$ cat src/rtl/dtimer_chan.sv
module dtimer_chan #(
  parameter int CW = 32
) (
  input  logic          clk_i,
  input  logic          rst_ni,
  input  logic [3:0]    ctrl_i,
  input  logic          tick_1m_i,
  input  logic          wr_en_i,
  input  logic [1:0]    wr_sel_i,
  input  logic [CW-1:0] wr_data_i,
  input  logic          irq_clr_i,
  output logic [CW-1:0] count_o,
  output logic          irq_o,
  output logic          match_o,
  output logic          pulse_o
);

  localparam logic [CW-1:0] ONE = CW'(1);

  logic [CW-1:0] cnt_q, rel_q, m1_q, m2_q, cnt_d;
  logic          en_q, irq_q, pulse_q, hit_q;

  wire run    = ctrl_i[0];
  wire adv    = run & (ctrl_i[1] ? tick_1m_i : 1'b1);
  wire cnt_wr = wr_en_i & (wr_sel_i == 2'd0);
  wire is0    = (cnt_q == '0);
  wire arm    = run & ~en_q & is0;
  wire step   = adv & ~cnt_wr & ~arm;
  wire hit    = step & ((cnt_d == m1_q) | (cnt_d == m2_q));
  wire reach  = step & ctrl_i[2] & (cnt_q == ONE);

  always_comb begin
    cnt_d = cnt_q;
    if (cnt_wr)    cnt_d = wr_data_i;
    else if (arm)  cnt_d = rel_q;
    else if (adv)  cnt_d = is0 ? rel_q : cnt_q - ONE;
  end

  always_ff @(posedge clk_i or negedge rst_ni) begin
    if (!rst_ni) begin
      cnt_q   <= '0;
      rel_q   <= '0;
      m1_q    <= '0;
      m2_q    <= '0;
      en_q    <= 1'b0;
      irq_q   <= 1'b0;
      pulse_q <= 1'b0;
      hit_q   <= 1'b0;
    end else begin
      cnt_q <= cnt_d;
      en_q  <= run;
      hit_q <= hit;
      if (wr_en_i && wr_sel_i == 2'd1) rel_q <= wr_data_i;
      if (wr_en_i && wr_sel_i == 2'd2) m1_q  <= wr_data_i;
      if (wr_en_i && wr_sel_i == 2'd3) m2_q  <= wr_data_i;
      if (reach)          irq_q <= 1'b1;
      else if (irq_clr_i) irq_q <= 1'b0;
      if (hit && ctrl_i[3]) pulse_q <= ~pulse_q;
    end
  end

  assign count_o = cnt_q;
  assign irq_o   = irq_q;
  assign match_o = hit_q;
  assign pulse_o = pulse_q;

  assert_pclk_step_R2: assert property (@(posedge clk_i) disable iff (!rst_ni)
    (ctrl_i[0] && !ctrl_i[1] && !cnt_wr && en_q && cnt_q != '0) |=> cnt_q == $past(cnt_q) - ONE);

  assert_tick_hold_R3: assert property (@(posedge clk_i) disable iff (!rst_ni)
    (ctrl_i[1] && !tick_1m_i && !cnt_wr && en_q) |=> $stable(cnt_q));

  assert_irq_at_zero_R7: assert property (@(posedge clk_i) disable iff (!rst_ni)
    $rose(irq_q) |-> cnt_q == '0);

  assert_irq_sticky_R8: assert property (@(posedge clk_i) disable iff (!rst_ni)
    (irq_q && !irq_clr_i) |=> irq_q);

  assert_match_value_R9: assert property (@(posedge clk_i) disable iff (!rst_ni)
    hit_q |-> (cnt_q == $past(m1_q)) || (cnt_q == $past(m2_q)));

  assert_pulse_on_match_R10: assert property (@(posedge clk_i) disable iff (!rst_ni)
    !$stable(pulse_q) |-> hit_q);

  assert_idle_hold_R11: assert property (@(posedge clk_i) disable iff (!rst_ni)
    (!ctrl_i[0] && !cnt_wr) |=> $stable(cnt_q) && !hit_q);

endmodule

$ cat config.mk
export PLATFORM = sky130hd
export DESIGN_NAME = dtimer_chan
export DESIGN_NICKNAME = d
export VERILOG_FILES = /design/src/rtl/dtimer_chan.sv
export SDC_FILE = /design/constraint.sdc
export NUM_CORES = 1
export LEC_CHECK = 0
export ABC_AREA = 1
export BUFFER_PORTS_ARGS = -buffer_cell sky130_fd_sc_hd__clkbuf_2
export CORE_MARGIN = 4
export CORE_UTILIZATION = 40
export DETAILED_ROUTE_END_ITERATION = 10
export GPL_TIMING_DRIVEN = 0
export PLACE_DENSITY = 0.64
export SYNTH_ARGS = -nofsm -noshare
export SYNTH_HDL_FRONTEND = slang
export SYNTH_SLANG_ARGS = --single-unit
$ cat constraint.sdc
create_clock -name clk_i -period 3.5 [get_ports clk_i]
set_input_delay 0.7 -clock clk_i [delete_from_list [all_inputs] [get_ports clk_i]]
set_output_delay 0.7 -clock clk_i [all_outputs]
set_load 0.01 [all_outputs]
== Word level (Yosys, flattened, before mapping) ==
Cells that the tools add are included.

* Flip-flop bits (word level): 132
* Input port bits: 43
* Output and inout port bits: 35
* Logic and storage cells: 43

* $add $sub $neg: 1
* Equality and inequality tests: 6
* Multiplexer cells: 7
* Bitwise operators: 14
* Reductions and logical operators: 7

{| class="wikitable"
|+ Operator list
! kind !! number
|-
| 32-bit 2-to-1 mux || 4
|-
| 32-bit equality test || 2
|-
| 32-bit by 1-bit equality test with 1-bit output (second input constant) || 1
|-
| 32-bit zero test || 1
|-
| 32-bit by 1-bit subtractor with 32-bit output (second input constant) || 1
|-
| 1-bit AND || 9
|-
| 2-bit equality test (second input constant) || 2
|-
| 1-bit logical AND || 4
|-
| 1-bit NOT || 4
|-
| 1-bit 2-to-1 mux || 3
|-
| 2-bit by 1-bit equality test with 1-bit output (second input constant) || 1
|-
| 2-bit zero test || 1
|-
| 2-bit nonzero test || 1
|-
| 1-bit OR || 1
|}

== Logic depth before layout (Yosys ltp) ==
Gate-level depths: netlist of the first run.

* Depth after elaboration: 9
* Gate-level depth with buffers: 24
* Gate-level depth less buffers: 24

== Least setup slack after synthesis of the first run ==
OpenSTA, ideal clock, no wires.

* Kind: reg2reg
* From: register cnt_q[0] (netlist: count_o[0])
* To: register pulse_q (netlist: pulse_o)
* Library setup time: 0.117 ns
* Data arrival time: 2.412 ns
* Required time: 3.383 ns
* Setup slack: 0.971 ns
* Stages on the path, launching flop included: 25
* Buffers on the path: 1
* Clock period less this slack: 2.529 ns
* Cells stage by stage: dfrtp_1 -> inv_1 -> ha_1 -> nand2_4 -> nor2_8 -> nand2_4 -> nor2_8 -> nand2_4 -> clkinv_2 -> buf_6 -> nand2_1 -> nand2_1 -> inv_1 -> nand2_2 -> nand2_1 -> nand2_1 -> nand2_1 -> nor2_1 -> nand2_1 -> nor2_1 -> nand3_1 -> nand2_1 -> nand3_1 -> nand2_1 -> nand2_1

* Cells in the longest elaborated chain, start to end: 9
* Elaborated cells between the ends (all ways): 14
* Those cells by class: add/sub: 1; eq/ne: 2; mux: 4; bitwise: 5; reduce/logical: 2

{| class="wikitable"
|+ Ends and longest elaborated chain
! item !! line !! source
|-
| start, declared || 20 || <nowiki>logic [CW-1:0] cnt_q, rel_q, m1_q, m2_q, cnt_d;</nowiki>
|-
| start signal, assigned || 50 || <nowiki>cnt_q <= cnt_d;</nowiki>
|-
| 32-bit by 1-bit subtractor with 32-bit output or 32-bit zero test (tied branches) || 36, 26 ||
|-
| 32-bit 2-to-1 mux (2 in a row) || 36 || <nowiki>else if (adv) cnt_d = is0 ? rel_q : cnt_q - ONE;</nowiki>
|-
| 32-bit 2-to-1 mux || 35 || <nowiki>else if (arm) cnt_d = rel_q;</nowiki>
|-
| 32-bit 2-to-1 mux || 34 || <nowiki>if (cnt_wr) cnt_d = wr_data_i;</nowiki>
|-
| 32-bit equality test || 29 || <nowiki>wire hit = step & ((cnt_d == m1_q) | (cnt_d == m2_q));</nowiki>
|-
| 1-bit OR || 29 ||
|-
| 1-bit AND (*) || 29 ||
|-
| 1-bit logical AND (*) || 58 || <nowiki>if (hit && ctrl_i[3]) pulse_q <= ~pulse_q;</nowiki>
|-
| end signal, assigned || 58 ||
|-
| end, declared || 21 || <nowiki>logic en_q, irq_q, pulse_q, hit_q;</nowiki>
|}

Every way passes the cells marked *; elsewhere a longest branch is shown, timed or not.
A chain may end at the register's enable or synchronous reset.

== Worst setup path after layout of the first run ==
* From: input ctrl_i[0]
* To: register pulse_q (netlist: pulse_o)

* Cells in the longest elaborated chain, start to end: 8
* Elaborated cells between the ends (all ways): 14
* Those cells by class: eq/ne: 2; mux: 3; bitwise: 8; reduce/logical: 1

{| class="wikitable"
|+ Ends and longest elaborated chain
! item !! line !! source
|-
| start, declared || 6 || <nowiki>input logic [3:0] ctrl_i,</nowiki>
|-
| 1-bit AND (on tied branches) || 24, 27 ||
|-
| 32-bit 2-to-1 mux or 1-bit AND (tied branches) || 36, 27 ||
|-
| 32-bit 2-to-1 mux || 35 ||
|-
| 32-bit 2-to-1 mux || 34 ||
|-
| 32-bit equality test || 29 ||
|-
| 1-bit OR || 29 ||
|-
| 1-bit AND (*) || 29 ||
|-
| 1-bit logical AND (*) || 58 ||
|}

Marked as above.

==> results of run 1 <==
per-layer routing:
metal  wire (um)  GRT usage (%)
met2       11900           37.3
met3        1450           2.74
met1       11900           33.4
met4         460           7.21
met5           0              0
worst register-to-register path: stages (launching register included):
cell      delay, ps
dfrtp_1         410
inv_1           140
ha_2            250
nand2_4         100
nor2_8          170
nand2_4         110
nor2_8          160
buf_4           250
o211ai_1        120
nand4_1         170
nand2_1         110
nand2_1          70
nand2_1          40
inv_1            50
nand2_1          50
nor2_1          180
nand2_1         150
nor2_2          160
nand3_1         140
nand2_1         110
nand3_1          70
nand2_1          70
nand2_1          50
worst max-delay path by stage:
stage                          to   startpoint  cells past startpoint
after floorplan           pulse_o   count_o[0]                     24
after global placement    pulse_o  wr_sel_i[0]                     17
after detailed placement  pulse_o  wr_sel_i[0]                     17
after CTS                 pulse_o  wr_sel_i[0]                     18
after global routing      pulse_o   count_o[0]                     24
final                     pulse_o    ctrl_i[0]                     18
synth_stat cells (3+ instances only):
master,number,area (um2)
a21oi_1,26,130
buf_2,4,20.0
buf_4,4,30.0
buf_6,3,33.8
clkbuf_1,27,101
dfrtp_1,132,3300
inv_1,170,638
nand2_1,478,1790
nand2_2,6,37.5
nand2_4,4,45.0
nand3_1,91,455
nand3b_1,40,300
nand4_1,8,50.1
nor2_1,104,390
nor3_1,3,15.0
o211ai_1,6,45.0
o21ai_0,107,536
o21ai_1,12,60.1
o21bai_1,8,60.1
xor2_1,3,26.3
state kept, by name (all words and copies together) (netlist names):
register  flops
irq_o         1
rel_q        32
m1_q         32
m2_q         32
en_q          1
match_o       1
pulse_o       1
count_o      32
cells by family (layout without fill, tap and decap cells):
| family | count (synthesis) | count (layout) | share of synthesized area [%] |
|---|---|---|---|
| AO/OA/AOI/OAI | 163 | 163 | 10.5 |
| XOR/XNOR | 4 | 4 | 0.426 |
| AND/OR/NAND/NOR | 741 | 741 | 38.5 |
| adder cells (fa/ha/maj) | 2 | 2 | 0.304 |
| flip-flops | 132 | 132 | 40.1 |
| buffers and inverters | 211 | 320 | 10.2 |
power by group:
| group | total, uW | switching, uW | internal [uW] |
|---|---|---|---|
| combinational | 1210 | 753 | 460 |
| sequential | 2050 | 274 | 1780 |
| clock | 1850 | 637 | 1210 |
area by class of cell:
cell class | instances | share of cell area, %
multi-input combinational | 910 | 42.7
sequential | 132 | 34.4
inverter | 173 | 6.76
clock buffer | 28 | 5.37
timing repair buffer | 78 | 4.38
tap | 270 | 3.51
buffer | 38 | 1.96
clock inverter | 3 | 0.937
repair_timing:
item	CTS	global route
resized for setup	1	12
endpoints found under the setup margin	1	2
hold endpoints to repair	0	0
stage by stage:
| stage | power (uW) | instance area [um2] | TNS [ps] | cells |
|---|---|---|---|---|
| 4_1_cts | 5150 | 9600 | 0 | 1632 |
| 3_3_place_gp | 3250 | 8960 | -56660 | 1600 |
| 5_1_grt | 5450 | 9620 | 0 | 1632 |
| 6_report | 5120 | 9620 | 0 | 1632 |
| 3_5_place_dp | 3280 | 8990 | -897 | 1601 |
| 2_1_floorplan | 2850 | 8230 | 0 | 1253 |
==> flow_metrics.env, run 1 <==
export IMPL_criticalPathCategory="input port to flop"
export IMPL_ant_nets=0
export IMPL_cp_top_family="simple AND/OR/NAND/NOR gates"
export IMPL_cts_buffer_depth=2
export IMPL_n_fill_cell=2109
export IMPL_drt_iter0_drc=520
export IMPL_regArea_um2=3300
export IMPL_critPathArrivalTime_ps=3590
export IMPL_ys_warn_count=0
export IMPL_numCtsBuffers=17
export IMPL_reg2reg_slack_ps=250
export IMPL_placementRows=52
export IMPL_dpl_worst_slack_ps=-520
export IMPL_relSlewSlack_pct=30.0
export IMPL_cp_required_ps=3800
export IMPL_cp_slowest_stage_delay_ps=780
export IMPL_worst_path_max_fanout=9
export IMPL_syn_area_um2=8230
export IMPL_die_y_um=151
export IMPL_worst_path_buf_inv=3
export IMPL_hold_ws_ps=265
export IMPL_syn_to_final_growth_pct=16.8
export IMPL_r2r_end="pulse_o"
export IMPL_grt_pass1_vias=7698
export IMPL_synthDistinctLibCells=33
export IMPL_hold_viol_final=0
export IMPL_die_area_um2=22900
export IMPL_fmax_mhz=304
export IMPL_layout_common_cells="nand2_1, inv_1, dfrtp_1"
export IMPL_core_um2=20200
export IMPL_cp_end_kind="flop"
export IMPL_drc=0
export IMPL_nets=1395
export IMPL_place_congestion=0.976
export IMPL_ys_seq_area_share_pct=40.1
export IMPL_grt_setup_unrepaired="no"
export IMPL_crit_top_cell="nand2_1"
export IMPL_hpwlAfterDp_mm=19.5
export IMPL_clk_latency_ps=420
export IMPL_ioPinCount=78
export IMPL_cp_slowest_cell="nor2_1"
export IMPL_wl_per_cell_um=15.8
export IMPL_path_clk_slew_ps=50
export IMPL_drt_pass1_iterations=5
export IMPL_crit_chain="clkbuf_2 > inv_1 > nor2_1 > o21ai_1 > o21ai_0 > inv_1 > nand2_1 > nand2_1 > nand2_1 > nand3_1 > nor2_1 > nand2_1 > nor2_1 > nand3_1 > nand2_1 > nand3_1 > nand2_1 > nand2_1"
export IMPL_ctsHtreeMaxLevel=4
export IMPL_final_max_slew_violation_count=0
export IMPL_cts_setup_buffers=0
export IMPL_avgSynthCellArea_um2=6.57
export IMPL_fin_skew_ps=14.2
export IMPL_synthFlopType="dfrtp_1"
export IMPL_final_setup_viol_count=0
export IMPL_fp_dieW_um=151
export IMPL_p_leak_uw=0.00517
export IMPL_max_vdd_ir_drop_v=0.000280
export IMPL_cts_sinks=132
export IMPL_num_vias=8156
export IMPL_cts_tree="done"
export IMPL_r2r_cells=22
export IMPL_crit_path_start_kind="input port"
export IMPL_async_flop_share_pct=100
export IMPL_layout_commonest_cell="nand2_1"
export IMPL_power_density_nw_per_um2=532
export IMPL_grt_pass1_wl_mm=41.1
export IMPL_postSynthNetCount=1298
export IMPL_grt_util_all_layers_pct=23.4
export IMPL_drv_max_cap_violation_count=0
export IMPL_wl_mm=25.8
export IMPL_grt_max_degree=68
export IMPL_finalCritPeriodShare_pct=94.1
export IMPL_multi_input_area_um2=4110
export IMPL_setup_ws_ps=208
export IMPL_antenna_found_initial=0
export IMPL_io_buffer_count=77
export IMPL_reg2reg_from="count_o[0]"
export IMPL_status="complete, no violations"
export IMPL_overflow=0
export IMPL_final_core_util_pct=47.5
export IMPL_synth_cells=1253
export IMPL_synth_edf_count=0
export IMPL_n_antenna_cell=0
export IMPL_hold_class="input port to async pin"
export IMPL_post_route_min_period_ps=3290
export IMPL_tightest_slew_ps=1050
export IMPL_start_util_pct=40.7
export IMPL_hold_buffers=0
export IMPL_drive_gt1_share_pct=10.6
export IMPL_synth_seq_cells=132
export IMPL_vias_per_cell=5.00
export IMPL_cts_root_buf="clkbuf_16"
No activity file was read; power rests on OpenSTA's default activity.
==> run 2: changes to the inputs <==
==> constraint.sdc (replaced) <==
create_clock -name clk_i -period 3.9 [get_ports clk_i]
set_input_delay 0.78 -clock clk_i [delete_from_list [all_inputs] [get_ports clk_i]]
set_output_delay 0.78 -clock clk_i [all_outputs]
set_load 0.01 [all_outputs]
==> run 2 against run 1 <==
Against the previous run:
- register-to-register slack improved by 210 ps
- hold slack better by 80 ps
- first-iteration DRC count is 3.7% higher
- setup slack better by 150 ps
- sequential share of layout area up 0.063 points
- clock-buffer cell count stayed put
- total power is 10% lower
- critical path depth unchanged
- wire length is 0.30% lower
- via count is 0.23% lower
- combinational power fell by 11%
- sequential power shrank 10%
- critical endpoint unchanged
- largest cell class unchanged
==> flow_metrics.env, run 2 (synthesis gave the netlist of run 1 again) <==
export IMPL_drt_iter0_drc=539
export IMPL_cp_startpoint="wr_sel_i[0]"
export IMPL_placementRows=52
export IMPL_clk_latency_ps=420
export IMPL_start_util_pct=40.7
export IMPL_wl_per_cell_um=15.8
export IMPL_drc=0
export IMPL_fmax_mhz=282
export IMPL_hold_class="input port to async pin"
export IMPL_crit_top_cell="nand2_1"
export IMPL_grt_setup_unrepaired="no"
export IMPL_nets=1394
export IMPL_grt_max_degree=68
export IMPL_cp_top_family="simple AND/OR/NAND/NOR gates"
export IMPL_overflow=0
export IMPL_fp_dieW_um=151
export IMPL_placed_cells=1601
export IMPL_num_vias=8137
export IMPL_finalCritPeriodShare_pct=90.9
export IMPL_core_um2=20200
export IMPL_drv_max_cap_violation_count=0
export IMPL_worst_path_buf_inv=4
export IMPL_die_area_um2=22900
export IMPL_p_leak_uw=0.00516
export IMPL_final_core_util_pct=47.4
export IMPL_max_vdd_ir_drop_v=0.000254
export IMPL_grt_util_all_layers_pct=23.4
export IMPL_ctsHtreeMaxLevel=4
export IMPL_cp_required_ps=4200
export IMPL_path_clk_slew_ps=60
export IMPL_ctsResizeCount=0
export IMPL_reg2reg_slack_ps=460
export IMPL_crit_chain="clkbuf_2 > inv_1 > nand3_1 > inv_1 > clkbuf_1 > nand2_1 > nand2_1 > nand2_1 > nand2_1 > nand2_1 > nor2_1 > nand2_1 > nor2_1 > nand3_1 > nand2_1 > nand3_1 > nand2_1 > nand2_1"
export IMPL_cts_setup_buffers=0
export IMPL_cts_sinks=132
export IMPL_criticalPathCategory="input port to flop"
export IMPL_grt_use_met2_pct=37.3
export IMPL_cp_slowest_cell="clkbuf_1"
export IMPL_worst_path_max_fanout=10
export IMPL_ant_nets=0
export IMPL_status="complete, no violations"
export IMPL_layout_commonest_cell="nand2_1"
export IMPL_critPathArrivalTime_ps=3850
export IMPL_fin_skew_ps=11.7
export IMPL_vias_per_cell=4.99
export IMPL_drive_gt1_share_pct=9.92
export IMPL_drt_pass1_iterations=6
export IMPL_layout_common_cells="nand2_1, inv_1, dfrtp_1"
export IMPL_r2r_end="pulse_o"
export IMPL_cts_root_buf="clkbuf_16"
export IMPL_cts_tree="done"
export IMPL_wl_mm=25.7
export IMPL_power_uw=4590
export IMPL_final_max_slew_violation_count=0
export IMPL_syn_to_final_growth_pct=16.5
export IMPL_grt_busiest_layer="met2"
export IMPL_place_congestion=0.976
export IMPL_antenna_found_initial=0
export IMPL_final_setup_viol_count=0
export IMPL_crit_cells=18
export IMPL_multi_input_area_um2=4100
export IMPL_die_y_um=151
export IMPL_io_buffer_count=77
export IMPL_r2r_cells=20
export IMPL_hold_buffers=0
export IMPL_grt_pass1_wl_mm=41.1
export IMPL_ioPinCount=78
export IMPL_numCtsBuffers=17
export IMPL_instances_no_fill=1631
export IMPL_n_fill_cell=2108
export IMPL_reg2reg_from="count_o[5]"
export IMPL_power_density_nw_per_um2=478
export IMPL_crit_path_start_kind="input port"
export IMPL_post_route_min_period_ps=3550
export IMPL_n_antenna_cell=0
export IMPL_cp_end_kind="flop"
export IMPL_grt_use_met1_pct=33.4
export IMPL_hpwlAfterDp_mm=19.5
export IMPL_cp_slowest_stage_delay_ps=700
export IMPL_hold_viol_final=0
export IMPL_grt_pass1_vias=7698
export IMPL_regArea_um2=3300
export IMPL_use_met3_pct=2.74
export IMPL_tightest_slew_ps=1070
export IMPL_relSlewSlack_pct=28.1
export IMPL_cts_buffer_depth=2
export IMPL_cp_endpoint="pulse_o"
-- run 2: changes by cell type in the layout (fill, tap and decap cells not counted), sizes merged --
cell | previous run | this run
clkbuf | 132 | 131
-- run 2: through the flow --
step	TNS [ps]	worst slack [ps]	instance area (um2)	hold slack, ps
2_1_floorplan	0	1310	8230	453
3_3_place_gp	-13780	-159	8960	466
3_5_place_dp	-257	-200	8990	473
4_1_cts	0	232	9600	373
5_1_grt	0	128	9600	384
6_report	0	354	9600	344
-- run 2: area by class of cell --
| cell class | instances | share of cell area [%] |
|---|---|---|
| Timing Repair Buffer | 78 | 4.39 |
| Tap cell | 270 | 3.52 |
| Clock inverter | 3 | 0.939 |
| Buffer | 37 | 1.89 |
| Inverter | 173 | 6.78 |
| Clock buffer | 28 | 5.38 |
| Multi-Input combinational cell | 910 | 42.7 |
| Sequential cell | 132 | 34.4 |
-- run 2: how the worst min path moves through the flow --
stage | to | from | slack (ps) | cells past startpoint
global route | m1_q[11] | rst_ni | 380 | 1
global placement | rel_q[14] | rel_q[14] | 470 | 2
floorplan | rel_q[11] | rel_q[11] | 450 | 2
finish | m1_q[11] | rst_ni | 340 | 1
CTS | m1_q[11] | rst_ni | 370 | 1
detailed placement | rel_q[14] | rel_q[14] | 470 | 2
-- run 2: power by group --
part           switching, uW  total [uW]  internal [uW]
Clock                    571        1660           1090
Combinational            673        1080            411
Sequential               246        1840           1600
Total                   1490        4590           3100
-- run 2: routing by layer --
layer	wire length, um	part of all wire, %
met5	0	0
met4	552	2.1
met3	1600	6.2
met2	11800	46
met1	11800	46
-- run 2: worst register-to-register path, cell delays in order, from the launching register on --
cell,delay [ps]
dfrtp_1,450
nor2_1,190
nand2_1,110
nor2_1,450
nand2_1,300
inv_1,170
nand2_1,70
nand3_1,100
nand4_1,180
nand3_1,150
nand2_1,60
inv_1,50
nand2_1,50
nor2_1,170
nand2_1,140
nor2_1,220
nand3_1,170
nand2_1,110
nand3_1,70
nand2_1,70
nand2_1,50
